## config.mk

```make
export PLATFORM = sky130hd
export DESIGN_NAME = adc_serial_port
export DESIGN_NICKNAME = d
export VERILOG_FILES = /design/src/rtl/asp_pkg.sv /design/src/rtl/asp_edge.sv /design/src/rtl/asp_resync.sv /design/src/rtl/asp_regs.sv /design/src/rtl/adc_serial_port.sv
export SDC_FILE = /design/constraint.sdc
export NUM_CORES = 1
export LEC_CHECK = 0
export ABC_CLOCK_PERIOD_IN_PS = 2800
export BUFFER_PORTS_ARGS = -buffer_cell sky130_fd_sc_hd__buf_2
export CAP_MARGIN = 25
export CORE_ASPECT_RATIO = 1.4
export CORE_MARGIN = 8
export CORE_UTILIZATION = 55
export CTS_BUF_LIST = sky130_fd_sc_hd__clkbuf_8
export CTS_CLUSTER_DIAMETER = 200
export CTS_CLUSTER_SIZE = 20
export DETAILED_ROUTE_END_ITERATION = 8
export PLACE_DENSITY = 0.73
export SLEW_MARGIN = 20
export SYNTH_ARGS = -nofsm -noshare
export SYNTH_HDL_FRONTEND = slang
export SYNTH_SLANG_ARGS = --single-unit
export TNS_END_PERCENT = 5
```

## constraint.sdc

```tcl
create_clock -name clk -period 2.8 [get_ports clk]
set_input_delay 0.14 -clock clk [delete_from_list [all_inputs] [get_ports clk]]
set_output_delay 0.14 -clock clk [all_outputs]
set_load 0.01 [all_outputs]
```

## src/rtl/asp_pkg.sv

```systemverilog
package asp_pkg;
  typedef enum logic [1:0] {ST_IDLE, ST_CMD, ST_READ, ST_WRITE} st_t;
  localparam logic [5:0] ADR_STAT  = 6'd0;
  localparam logic [5:0] ADR_IFACE = 6'd2;
  localparam logic [5:0] ADR_DATA  = 6'd4;
  localparam logic [5:0] ADR_ID    = 6'd7;
  localparam int         APPEND_BIT = 6;
endpackage

```

## src/rtl/asp_edge.sv

```systemverilog
module asp_edge (
  input  logic clk,
  input  logic rst_n,
  input  logic sclk,
  output logic rise,
  output logic fall
);
  logic sclk_q;

  always_ff @(posedge clk or negedge rst_n) begin
    if (!rst_n) sclk_q <= 1'b1;
    else        sclk_q <= sclk;
  end

  assign rise = sclk & ~sclk_q;
  assign fall = ~sclk & sclk_q;
endmodule

```

## src/rtl/asp_resync.sv

```systemverilog
module asp_resync #(
  parameter int ONES = 64
) (
  input  logic clk,
  input  logic rst_n,
  input  logic cs_n,
  input  logic rise,
  input  logic din,
  output logic fire
);
  localparam int CW = $clog2(ONES + 1);
  logic [CW-1:0] cnt_q, cnt_d;

  always_comb begin
    cnt_d = cnt_q;
    fire  = 1'b0;
    if (cs_n) begin
      cnt_d = '0;
    end else if (rise) begin
      if (!din) begin
        cnt_d = '0;
      end else if (cnt_q == CW'(ONES - 1)) begin
        cnt_d = '0;
        fire  = 1'b1;
      end else begin
        cnt_d = cnt_q + 1'b1;
      end
    end
  end

  always_ff @(posedge clk or negedge rst_n) begin
    if (!rst_n) cnt_q <= '0;
    else        cnt_q <= cnt_d;
  end
endmodule

```

## src/rtl/asp_regs.sv

```systemverilog
module asp_regs
  import asp_pkg::*;
#(
  parameter int          RES_W     = 24,
  parameter int          STAT_W    = 8,
  parameter int          REG_W     = 16,
  parameter logic [15:0] ID_VAL    = 16'h3C5A,
  parameter logic [15:0] IFACE_RST = 16'h0000,
  localparam int SH_W  = RES_W + STAT_W,
  localparam int LEN_W = $clog2(SH_W + 1)
) (
  input  logic             clk,
  input  logic             rst_n,
  input  logic             resync,
  input  logic             conv_done,
  input  logic [RES_W-1:0] conv_data,
  input  logic             rd_clr,
  input  logic             wr_en,
  input  logic [5:0]       wr_addr,
  input  logic [REG_W-1:0] wr_data,
  input  logic [5:0]       sel_addr,
  output logic [SH_W-1:0]  sel_word,
  output logic [LEN_W-1:0] sel_len,
  output logic             rdy,
  output logic             err,
  output logic [REG_W-1:0] iface
);
  logic [REG_W-1:0]  iface_d;
  logic [RES_W-1:0]  res_q, res_d;
  logic              rdy_d;
  logic [STAT_W-1:0] stat;

  always_comb begin
    iface_d = iface;
    if (wr_en && wr_addr == ADR_IFACE) iface_d = wr_data;
    if (resync) iface_d = REG_W'(IFACE_RST);
    res_d = conv_done ? conv_data : res_q;
    rdy_d = rdy;
    if (rd_clr)    rdy_d = 1'b0;
    if (conv_done) rdy_d = 1'b1;
    if (resync)    rdy_d = 1'b0;
  end

  always_ff @(posedge clk or negedge rst_n) begin
    if (!rst_n) begin
      iface <= REG_W'(IFACE_RST);
      res_q <= '0;
      rdy   <= 1'b0;
    end else begin
      iface <= iface_d;
      res_q <= res_d;
      rdy   <= rdy_d;
    end
  end

  assign err = (&res_q) | ~(|res_q);

  always_comb begin
    stat = '0;
    stat[STAT_W-1] = ~rdy;
    stat[STAT_W-2] = err;
  end

  always_comb begin
    sel_word = '0;
    sel_len  = LEN_W'(8);
    case (sel_addr)
      ADR_STAT:  sel_word = {stat, {RES_W{1'b0}}};
      ADR_IFACE: begin
        sel_word = {iface, {(SH_W-REG_W){1'b0}}};
        sel_len  = LEN_W'(REG_W);
      end
      ADR_DATA: begin
        sel_word = {res_q, stat};
        sel_len  = iface[APPEND_BIT] ? LEN_W'(SH_W) : LEN_W'(RES_W);
      end
      ADR_ID: begin
        sel_word = {REG_W'(ID_VAL), {(SH_W-REG_W){1'b0}}};
        sel_len  = LEN_W'(REG_W);
      end
      default: ;
    endcase
  end
endmodule

```

## src/rtl/adc_serial_port.sv

```systemverilog
module adc_serial_port
  import asp_pkg::*;
#(
  parameter int RES_W  = 24,
  parameter int STAT_W = 8,
  parameter int REG_W  = 16,
  parameter int ONES   = 64
) (
  input  logic             clk,
  input  logic             rst_n,
  input  logic             cs_n,
  input  logic             sclk,
  input  logic             din,
  input  logic             conv_done,
  input  logic [RES_W-1:0] conv_data,
  output logic             dout,
  output logic             dout_en
);
  localparam int SH_W  = RES_W + STAT_W;
  localparam int LEN_W = $clog2(SH_W + 1);

  st_t              st, st_d;
  logic [LEN_W-1:0] cnt, cnt_d, len, len_d, sel_len;
  logic [6:0]       cmd, cmd_d;
  logic [5:0]       addr, addr_d, sel_addr;
  logic [SH_W-1:0]  sh, sh_d, sel_word;
  logic             rise, fall, resync, rd_start, rd_clr, wr_en, rdy, err;
  logic [REG_W-1:0] iface;

  asp_edge u_edge (.clk(clk), .rst_n(rst_n), .sclk(sclk), .rise(rise), .fall(fall));

  asp_resync #(.ONES(ONES)) u_resync (
    .clk(clk), .rst_n(rst_n), .cs_n(cs_n), .rise(rise), .din(din), .fire(resync));

  assign sel_addr = {cmd[4:0], din};
  assign rd_clr   = rd_start && (sel_addr == ADR_DATA);

  asp_regs #(.RES_W(RES_W), .STAT_W(STAT_W), .REG_W(REG_W)) u_regs (
    .clk(clk), .rst_n(rst_n), .resync(resync), .conv_done(conv_done),
    .conv_data(conv_data), .rd_clr(rd_clr), .wr_en(wr_en), .wr_addr(addr),
    .wr_data({sh[REG_W-2:0], din}), .sel_addr(sel_addr), .sel_word(sel_word),
    .sel_len(sel_len), .rdy(rdy), .err(err), .iface(iface));

  always_comb begin
    st_d     = st;
    cnt_d    = cnt;
    len_d    = len;
    cmd_d    = cmd;
    addr_d   = addr;
    sh_d     = sh;
    rd_start = 1'b0;
    wr_en    = 1'b0;
    if (cs_n || resync) begin
      st_d  = ST_IDLE;
      cnt_d = '0;
    end else begin
      case (st)
        ST_IDLE: if (fall && !din) begin
          st_d  = ST_CMD;
          cnt_d = '0;
        end
        ST_CMD: if (rise) begin
          cmd_d = {cmd[5:0], din};
          cnt_d = cnt + 1'b1;
          if (cnt == LEN_W'(7)) begin
            cnt_d  = '0;
            addr_d = sel_addr;
            len_d  = sel_len;
            if (cmd[6]) begin
              st_d = ST_IDLE;
            end else if (cmd[5]) begin
              rd_start = 1'b1;
              sh_d     = sel_word;
              st_d     = ST_READ;
            end else begin
              st_d = ST_WRITE;
            end
          end
        end
        ST_READ: begin
          if (fall && cnt != '0) sh_d = {sh[SH_W-2:0], 1'b0};
          if (rise) begin
            cnt_d = cnt + 1'b1;
            if (cnt == len - 1'b1) begin
              st_d  = ST_IDLE;
              cnt_d = '0;
            end
          end
        end
        ST_WRITE: if (rise) begin
          sh_d  = {sh[SH_W-2:0], din};
          cnt_d = cnt + 1'b1;
          if (cnt == len - 1'b1) begin
            wr_en = 1'b1;
            st_d  = ST_IDLE;
            cnt_d = '0;
          end
        end
        default: st_d = ST_IDLE;
      endcase
    end
  end

  always_ff @(posedge clk or negedge rst_n) begin
    if (!rst_n) begin
      st      <= ST_IDLE;
      cnt     <= '0;
      len     <= '0;
      cmd     <= '0;
      addr    <= '0;
      sh      <= '0;
      dout_en <= 1'b0;
    end else begin
      st      <= st_d;
      cnt     <= cnt_d;
      len     <= len_d;
      cmd     <= cmd_d;
      addr    <= addr_d;
      sh      <= sh_d;
      dout_en <= ~cs_n;
    end
  end

  assign dout = (st == ST_READ) ? sh[SH_W-1] : ~rdy;
endmodule

```

=== Word-level counts from Yosys, hierarchy flattened ===
Index checks and enable logic that the tools add are counted.

* Add/subtract/negate cells: 3
* $mul: 0
* Divide/modulo/power cells: 0
* Order comparisons: 0
* Eq/ne operators: 21
* Shifts and indexed selects: 0
* Multiplexer cells: 50
* Bitwise logic cells: 9
* Reduce and logical (&&, ||, !) cells: 22

{| class="wikitable"
|+ Operator list
! cell !! number
|-
| 32-bit 2-to-1 mux || 6
|-
| 32-bit one-hot mux with 4 select lines || 1
|-
| 32-bit one-hot mux with 3 select lines || 1
|-
| 6-bit 2-to-1 mux || 7
|-
| 16-bit 2-to-1 mux || 2
|-
| 7-bit 2-to-1 mux || 4
|-
| 24-bit AND reduction || 1
|-
| 24-bit OR reduction || 1
|-
| 1-bit 2-to-1 mux || 19
|-
| 6-bit by 3-bit equality test with 1-bit output, second input constant || 3
|-
| 6-bit one-hot mux with 3 select lines || 1
|-
| 2-bit 2-to-1 mux || 7
|-
| 6-bit by 2-bit equality test with 1-bit output, second input constant || 2
|-
| 2-bit inequality test, second input constant || 6
|-
| 6-bit one-hot mux with 2 select lines || 1
|-
| 3-bit inequality test, second input constant || 3
|-
| 8-bit AND reduction || 1
|-
| 7-bit by 1-bit adder with 7-bit output, second input constant || 1
|-
| 7-bit by 6-bit equality test with 1-bit output, second input constant || 1
|-
| 6-bit by 1-bit adder with 6-bit output, second input constant || 1
|-
| 6-bit equality test || 1
|-
| 6-bit logical NOT || 1
|-
| 3-bit by 1-bit inequality test with 1-bit output, second input constant || 2
|-
| 1-bit inverter || 6
|-
| 17 further kinds || 26
|}

* Flip-flop bits (word level): 109
* Latch bits: 0
* Memory bits (writable): 0
* Memory bits (read-only): 0
* Bits of input ports: 30
* Output and inout bits: 2
* Logic and storage cells: 117
* Memories: 0

=== Logic depth before layout (Yosys ltp) ===
Gate-level depths: netlist (run 1).

* Depth in word-level cells: 11
* Gate-level depth with buffers: 9
* Gate-level depth less buffers: 7

=== By module ===
From an unflattened synthesis (run 1), not the netlist that was laid out.

* Cell total of the unflattened synthesis: 516
* Area, all modules: 5635.4 µm²

{| class="wikitable"
|+ By module, submodules not included
! module !! instances !! cells each !! area each (µm²) !! sequential area each (µm²)
|-
| adc_serial_port || 1 || 299 || 3141.8 || 1501.4
|-
| asp_regs || 1 || 171 || 2040.7 || 1026.0
|-
| asp_resync || 1 || 43 || 411.6 || 175.2
|-
| asp_edge || 1 || 3 || 41.3 || 26.3
|}

=== Worst setup path after synthesis (run 1) ===
Ideal clock, no wire load.

* Kind: register to register
* Start: register u_resync.cnt_q[0]
* End: register addr[2]
* Library setup time: 128 ps
* Arrival: 1942 ps
* Data required time: 2672 ps
* Slack: 730 ps
* Cell stages (with the launch flop): 7
* Path buffers: 1
* Period minus slack after synthesis: 2070 ps
* Cell sequence: dfrtp_1 > ha_1 > and3_1 > a311oi_4 > and2_4 > buf_6 > mux2_1

* Word-level cells in the longest chain between the ends: 8

{| class="wikitable"
|+ Ends and longest elaborated chain
! element !! RTL line !! source
|-
| from (decl) || asp_resync.sv:12 || <nowiki>logic [CW-1:0] cnt_q, cnt_d;</nowiki>
|-
| from (signal assigned) || asp_resync.sv:33 || <nowiki>else cnt_q <= cnt_d;</nowiki>
|-
| 7-bit by 6-bit equality test with 1-bit output || asp_resync.sv:22 || <nowiki>end else if (cnt_q == CW'(ONES - 1)) begin</nowiki>
|-
| 1-bit 2-to-1 mux || asp_resync.sv:22 ||
|-
| 1-bit 2-to-1 mux || asp_resync.sv:20 || <nowiki>if (!din) begin</nowiki>
|-
| 1-bit 2-to-1 mux || asp_resync.sv:19 || <nowiki>end else if (rise) begin</nowiki>
|-
| 1-bit 2-to-1 mux || asp_resync.sv:17 || <nowiki>if (cs_n) begin</nowiki>
|-
| 1-bit logical OR || adc_serial_port.sv:53 || <nowiki>if (cs_n || resync) begin</nowiki>
|-
| 1-bit inverter (no line) || n/a ||
|-
| 4-bit AND reduction (no line) || n/a ||
|-
| to (signal assigned) || adc_serial_port.sv:118 || <nowiki>addr <= addr_d;</nowiki>
|-
| to (decl) || adc_serial_port.sv:25 || <nowiki>logic [5:0] addr, addr_d, sel_addr;</nowiki>
|}

No other way between the ends.
A chain may end at the register's enable or synchronous reset.

=== Worst setup path after layout (run 1) ===
* Start: input sclk
* End: register sh[17]

* Word-level cells in the longest chain between the ends: 6
* Elaborated cells between the ends (all ways): 12
* Classes of those cells: eq/ne: 3; mux: 2; bitwise: 4; reduce/logical: 3

{| class="wikitable"
|+ Ends and longest elaborated chain
! element !! RTL line !! source
|-
| from (decl) || adc_serial_port.sv:12 || <nowiki>input logic sclk,</nowiki>
|-
| 1-bit AND || asp_edge.sv:15 || <nowiki>assign rise = sclk & ~sclk_q;</nowiki>
|-
| 1-bit 2-to-1 mux || asp_resync.sv:19 ||
|-
| 1-bit 2-to-1 mux || asp_resync.sv:17 ||
|-
| 1-bit logical OR || adc_serial_port.sv:53 ||
|-
| 1-bit inverter (no line) || n/a ||
|-
| 8-bit AND reduction (no line) (*) || n/a ||
|-
| to (signal assigned) || adc_serial_port.sv:111 || <nowiki>sh <= '0;</nowiki>
|-
| to (signal assigned) || adc_serial_port.sv:119 || <nowiki>sh <= sh_d;</nowiki>
|-
| to (decl) || adc_serial_port.sv:26 || <nowiki>logic [SH_W-1:0] sh, sh_d, sel_word;</nowiki>
|}

Mark *: on every way between the ends. The rest lies on a longest branch, timed or not.

==> results of run 1 <==
metal layers:
metal	vias up	track usage [%]	share of wire [%]
li1	1867	-	-
met1	1921	22.1	40
met2	79	34.9	53
met3	24	3.17	3.5
met4	0	9.08	3.4
met5	-	0	0
power by group through the flow:
stage | registers [W] | clock network [W] | logic, W
CTS | 0.00168 | 0.000967 | 0.000441
global route | 0.00169 | 0.00103 | 0.000485
detailed placement | 0.00171 | 0 | 0.000412
finish | 0.00169 | 0.000944 | 0.000443
global placement | 0.00171 | 0 | 0.000407
floorplan | 0.00168 | 0 | 0.000319
synth_stat cells, types with 3 or more instances:
library cell	number	area share (%)
o21ai_1	19	1.8
nand3_1	8	0.77
a21o_1	9	1.3
o31ai_1	3	0.43
buf_2	8	0.77
a2bb2oi_1	7	1.2
nor2b_1	15	1.8
nand2b_1	7	0.84
and3_1	13	1.6
nand4_1	7	0.84
mux2_1	3	0.65
and2_1	7	0.84
or3_1	3	0.36
mux2_2	34	7.3
nand2_1	50	3.6
inv_1	11	0.79
nor4_1	9	1.1
a22oi_1	19	2.7
a22o_1	18	3.0
a21oi_1	35	3.4
ha_1	4	0.96
dfrtp_1	105	50
buf_6	4	0.86
o21ai_0	14	1.3
a21boi_0	3	0.43
nor3_1	6	0.57
nor2_1	12	0.86
clkbuf_1	13	0.93
placed cells by master, fill, tap and decap left out, types with 3 or more instances in the layout:
cell type	instances
a21boi_0	3
nor4_1	9
and3_1	13
a22oi_1	19
buf_2	30
o21ai_0	14
a21oi_1	35
a2bb2oi_1	7
dlygate4sd3_1	26
nand2b_1	7
or3_1	3
ha_1	4
inv_1	13
and2_1	7
o31ai_1	3
mux2_2	34
dfrtp_1	105
nand3_1	8
nor3_1	6
nor2b_1	15
a21o_1	9
nand2_1	50
nand4_1	7
a22o_1	18
clkbuf_8	10
o21ai_1	19
buf_4	9
mux2_1	3
nor2_1	12
worst max path at each step:
stage	to	slack, ns	depth (start not counted)
after floorplan	addr[2]	0.73	6
final	sh[17]	0.56	8
after global placement	sh[27]	0.69	6
after global routing	sh[22]	0.38	8
after detailed placement	addr[5]	0.63	5
after CTS	sh[17]	0.58	8
timing repair:
| item | in CTS | in global routing |
|---|---|---|
| endpoints found under the hold margin | 56 | 0 |
| hold buffers | 26 | 0 |
| endpoints found under the setup margin | 0 | 0 |
| buffers inserted | 0 | 0 |
cells by family after synthesis:
kind of cell | after synthesis
xor+xnor | 4
mux | 38
flops | 106
compound gates | 143
buf+inv | 41
simple gates | 150
fa+ha+maj | 4
layout make-up:
cell class | instances | area, um2 | share of cell area, %
sequential | 106 | 2650 | 45.2
clock inverter | 6 | 58.8 | 1.00
multi-input combinational | 339 | 2360 | 40.2
clock buffer | 10 | 138 | 2.35
timing repair buffer | 65 | 478 | 8.15
antenna | 1 | 2.50 | 0.0427
tap | 110 | 138 | 2.35
inverter | 11 | 41.3 | 0.704
flip-flops by register name, summed over array words and instances, names as in the netlist:
name and count:
u_regs.res_q 24, u_regs.iface 16, st 2, sh 32, addr 6, u_regs.rdy 1, u_resync.cnt_q 7, cnt 6
dout_en 1, len 3, u_edge.sclk_q 1, cmd 7
through the flow:
| step | total power [W] | instances |
|---|---|---|
| 6_report | 0.00307 | 648 |
| 5_1_grt | 0.00320 | 648 |
| 4_1_cts | 0.00309 | 647 |
| 3_5_place_dp | 0.00213 | 605 |
| 3_3_place_gp | 0.00212 | 605 |
| 2_1_floorplan | 0.00200 | 486 |
==> flow_summary.toml, run 1 <==
[status]
status = "completed"

[route]
vias = 3891
drcViolationCount = 0
vias_per_cell = 6.00
drt_iter0_drc = 246
dr.pass1.iters = 4
drtAntennaViolNets = 0
wl_um = 12100
routedWlPerCell_um = 18.6

[synthesis]
async_reset_ff_share_pct = 100
yosys_register_bits = 106
avgSynthCellArea_um2 = 10.8
yosys_warnings = 0
synth-xor-area-share_pct = 1.22
synth_compound_area_share_pct = 19.0
synth_nets = 520
synth_top_family_by_area = "compound AO/OA/AOI/OAI gates"
syn-cell-area_um2 = 5230
synth_mux_area_share_pct = 8.16
synthAdderAreaFrac_pct = 0.957
syn-instance-count = 486
yosysUniqueCellTypes = 60
ys.flop_type = "dfrtp_1"
synth-edff-count = 0
synth-simple-area-share_pct = 15.8
seq_area_frac_synth_pct = 50.8

[setup_path]
worst_setup_path_end_kind = "register"
rr_endpoint = "u_regs.iface[5]"
crit_path_max_incr_delay_ns = 0.52
critical_path.startpoint_type = "input port"
worst_path_most_repeated_cell = "nor2b_1"
worst-path-buf-inv = 3
r2r_cells = 7
crit_arrival_ns = 2.50
critPathLaunch = "sclk"
worstPathCellList = "dlygate4sd3_1, buf_2, nor2b_1, a41oi_4, nand4_4, buf_4, nor2b_1, a21oi_1"
r2r-start = "len[3]"
worst_path_max_delay_cell = "dlygate4sd3_1"
crit_fanout = 64
criticalPathCategory = "in -> reg"
worstPathRequired_ns = 3.06
reg2reg_slack_ns = 0.61
crit_family = "buffers and inverters"

[sta]
period_share_pct = 80.0
fin_ws_ns = 0.561
slew_headroom_pct = 48.3
grt_setup_unrepaired = "false"
skew_ns = 0.0106
layout_min_cycle_time_ns = 2.24
setup_tns_ns = 0
tightestPinTransition_ns = 0.776
fmax_mhz = 447
setup_viol = 0
hold_viol = 0
slew_violations = 0
holdWs_ns = 0.0717

[floorplan]
start_util_pct = 55.9
io_pins = 32
fp.dieH_um = 131
coreArea_um2 = 9350
placementRows = 42
dieArea_um2 = 12900
fp.dieW_um = 98.4

[finish]
layout-drive-gt1-share_pct = 19.0
utilization_pct = 62.7
final_area_um2 = 5870
syn2layout_area_growth_pct = 12.2
nets = 566
fill_cells = 756

[power_and_ir_drop]
p_leak_nw = 2.59
netSwitchingPower_w = 0.000843
p_int_w = 0.00223
pwr-share-seq_pct = 54.9
combPwrFrac_pct = 14.4
ir_drop_mv = 0.268
p_sw_share_pct = 27.4
p_per_area_nw_per_um2 = 524
clkPwrFrac_pct = 30.7

[global_routing]
grt_overflow = 0
grt_antenna_before_repair = 1
grt_pass1_vias = 4075
grt_max_degree = 65
grt_usage_pct = 19.5
grt_pass1_wl_um = 20200

[worst_hold_path]
hold_depth = 2
worstHoldStart = "cs_n"
min_to = "u_resync.cnt_q[5]"
min_path_type = "in -> reg"

[cts]
clkTransAtPathRegs_ns = 0.10
cts_buffers = 9
clkSinkCount = 106
clockBufferDepth = 2
cts_tree = "done"
htreeDepth = 3
cts_root_buf = "clkbuf_8"
worstSkewPairLatency_ns = 0.38
cts_resized = 0

[placement]
gp_congestion = 0.803
io_buffers = 31
dpl-instance-area_um2 = 5410
place_hpwl_um = 8030
dp_slack_ns = 0.627

[job]
cap_violations = 0
(Power assumes the default switching activity.)
==> run 2, diff against run 1 <==
Settings changed: ABC_CLOCK_PERIOD_IN_PS 2800 to 1970, PLACE_DENSITY 0.73 to 0.76.
Clock period 2.8 ns to 1.97 ns, I/O delays scaled along.
==> flow_summary.toml, run 2 (synthesis results as in run 1) <==
[route]
vias_per_cell = 6.22
routedWlPerCell_um = 19.6
drt_iter0_drc = 222
drcViolationCount = 0
drtAntennaViolNets = 0
vias = 4140
dr.pass1.iters = 6
wl_um = 13000

[floorplan]
placementRows = 42
fp.dieW_um = 98.4
fp.dieH_um = 131
dieArea_um2 = 12900
start_util_pct = 55.9
io_pins = 32
coreArea_um2 = 9350

[setup_path]
crit_arrival_ns = 2.19
crit_path_max_incr_delay_ns = 0.42
worst_setup_path_end_kind = "register"
crit_family = "compound AO/OA/AOI/OAI gates"
worst_path_max_delay_cell = "dfrtp_1"
worstPathCellList = "ha_2, and3_4, a41oi_4, buf_4, o311ai_4, a21boi_0, o21ai_0"
crit_fanout = 7
worstPathRequired_ns = 2.23
worst-path-buf-inv = 1
critical_path.startpoint_type = "register"
criticalPathCategory = "reg -> reg"

[power_and_ir_drop]
p_sw_share_pct = 27.4
clkPwrFrac_pct = 32.9
pwr-share-seq_pct = 51.3
netSwitchingPower_w = 0.00127
p_per_area_nw_per_um2 = 750
power.total_w = 0.00464
ir_drop_mv = 0.382
p_leak_nw = 2.75
p_int_w = 0.00337
combPwrFrac_pct = 15.7

[finish]
final_common_cell = "dfrtp_1"
top_regs = "sh (32), u_regs.res_q (24), u_regs.iface (16)"
syn2layout_area_growth_pct = 18.3
largest_register_ffs = 32
layout-drive-gt1-share_pct = 23.7
top_register = "sh"
nets = 586
final_area_um2 = 6190
diodes = 0
layout_common_cells = "dfrtp_1, nand2_1, a21oi_1"

[global_routing]
grt_pass1_vias = 4248
grt_overflow = 0
grt_pass1_wl_um = 21400
grt_antenna_before_repair = 0
grt_usage_pct = 20.9
grt_max_degree = 42

[sta]
tightestPinTransition_ns = 0.642
setup_viol = 0
grt_setup_unrepaired = "true"
hold_viol = 0
layout_min_cycle_time_ns = 1.94
fin_ws_ns = 0.0342
fmax_mhz = 517
slew_violations = 0
slew_headroom_pct = 57.2
skew_ns = 0.0195
setup_tns_ns = 0
period_share_pct = 98.3

[status]
status = "completed"

[placement]
io_buffers = 31
place_hpwl_um = 8700
dp_slack_ns = 0.0214
gp_congestion = 0.886
dpl-instance-area_um2 = 5620

[cts]
cts_buffers = 9
htreeDepth = 3
clockBufferDepth = 2
cts_tree = "done"
clkTransAtPathRegs_ns = 0.10
worstSkewPairLatency_ns = 0.39
cts_root_buf = "clkbuf_8"
clkSinkCount = 106

[worst_hold_path]
min_path_type = "in -> reg"

[job]
cap_violations = 0
[run 2: cell count changes in the layout (fill, tap and decap cells not counted), moves of 2 or more]
| cell | delta |
|---|---|
| inv_6 | +2 |
| inv_1 | -2 |
| buf_12 | +6 |
| buf_4 | +13 |
[run 2: what timing repair did]
action | in CTS | in global routing
setup endpoints to repair | 1 | 24
setup buffers | 0 | 2
pin swaps | 1 | 4
gates resized for setup | 0 | 10
hold buffers | 26 | 0
hold endpoints to repair | 63 | 0
[run 2: worst paths after layout]
kind                              startpoint                end  slack [ns]  cells past startpoint
min                                     cs_n  u_resync.cnt_q[4]        0.03                      2
max in group asynchronous              rst_n      u_edge.sclk_q        0.98                      3
min reg2reg                          addr[3]            addr[3]        0.49                      1
max reg2reg                u_resync.cnt_q[0]             cnt[5]        0.03                      7
max                        u_resync.cnt_q[0]             cnt[5]        0.03                      7
min in group asynchronous              rst_n             sh[28]        0.23                      2
[run 2: cell type report]
type | count | area, um2
clock buffers | 10 | 138
clock inverters | 5 | 85.1
fillers | 697 | 3170
inverters | 11 | 41.3
multi-input cells | 339 | 2420
flip-flops and latches | 106 | 2650
well taps | 110 | 138
repair buffers | 85 | 707
[run 2: power groups by stage]
stage | registers (W) | logic (W) | clock network (W)
4_1_cts | 0.00238 | 0.000704 | 0.00154
3_5_place_dp | 0.00242 | 0.000662 | 0
3_3_place_gp | 0.00241 | 0.000644 | 0
5_1_grt | 0.00240 | 0.000800 | 0.00163
2_1_floorplan | 0.00238 | 0.000453 | 0
6_report | 0.00238 | 0.000730 | 0.00153
[run 2: per-layer routing]
metal  track usage (%)  vias up  share of wire (%)
li1                  -     1896                  -
met3              3.70       46                4.1
met4              12.2        0                5.4
met1              23.1     2073                 38
met2              36.5      125                 53
met5                 0        -                  0
[run 2: metrics by stage]
stage	hold WS, ns	utilization, %	std cells
detailed placement	0.118	60.1	623
global placement	0.123	60.1	623
floorplan	-0.197	-	486
finish	0.0318	66.1	666
global route	0.0251	66.1	666
CTS	0.0168	65.3	664
[run 2: worst register-to-register path, cell delays in order, from the launching register on]
cell	delay [ns]
dfrtp_1	0.42
ha_2	0.22
and3_4	0.20
a41oi_4	0.31
buf_4	0.19
o311ai_4	0.16
a21boi_0	0.20
o21ai_0	0.10
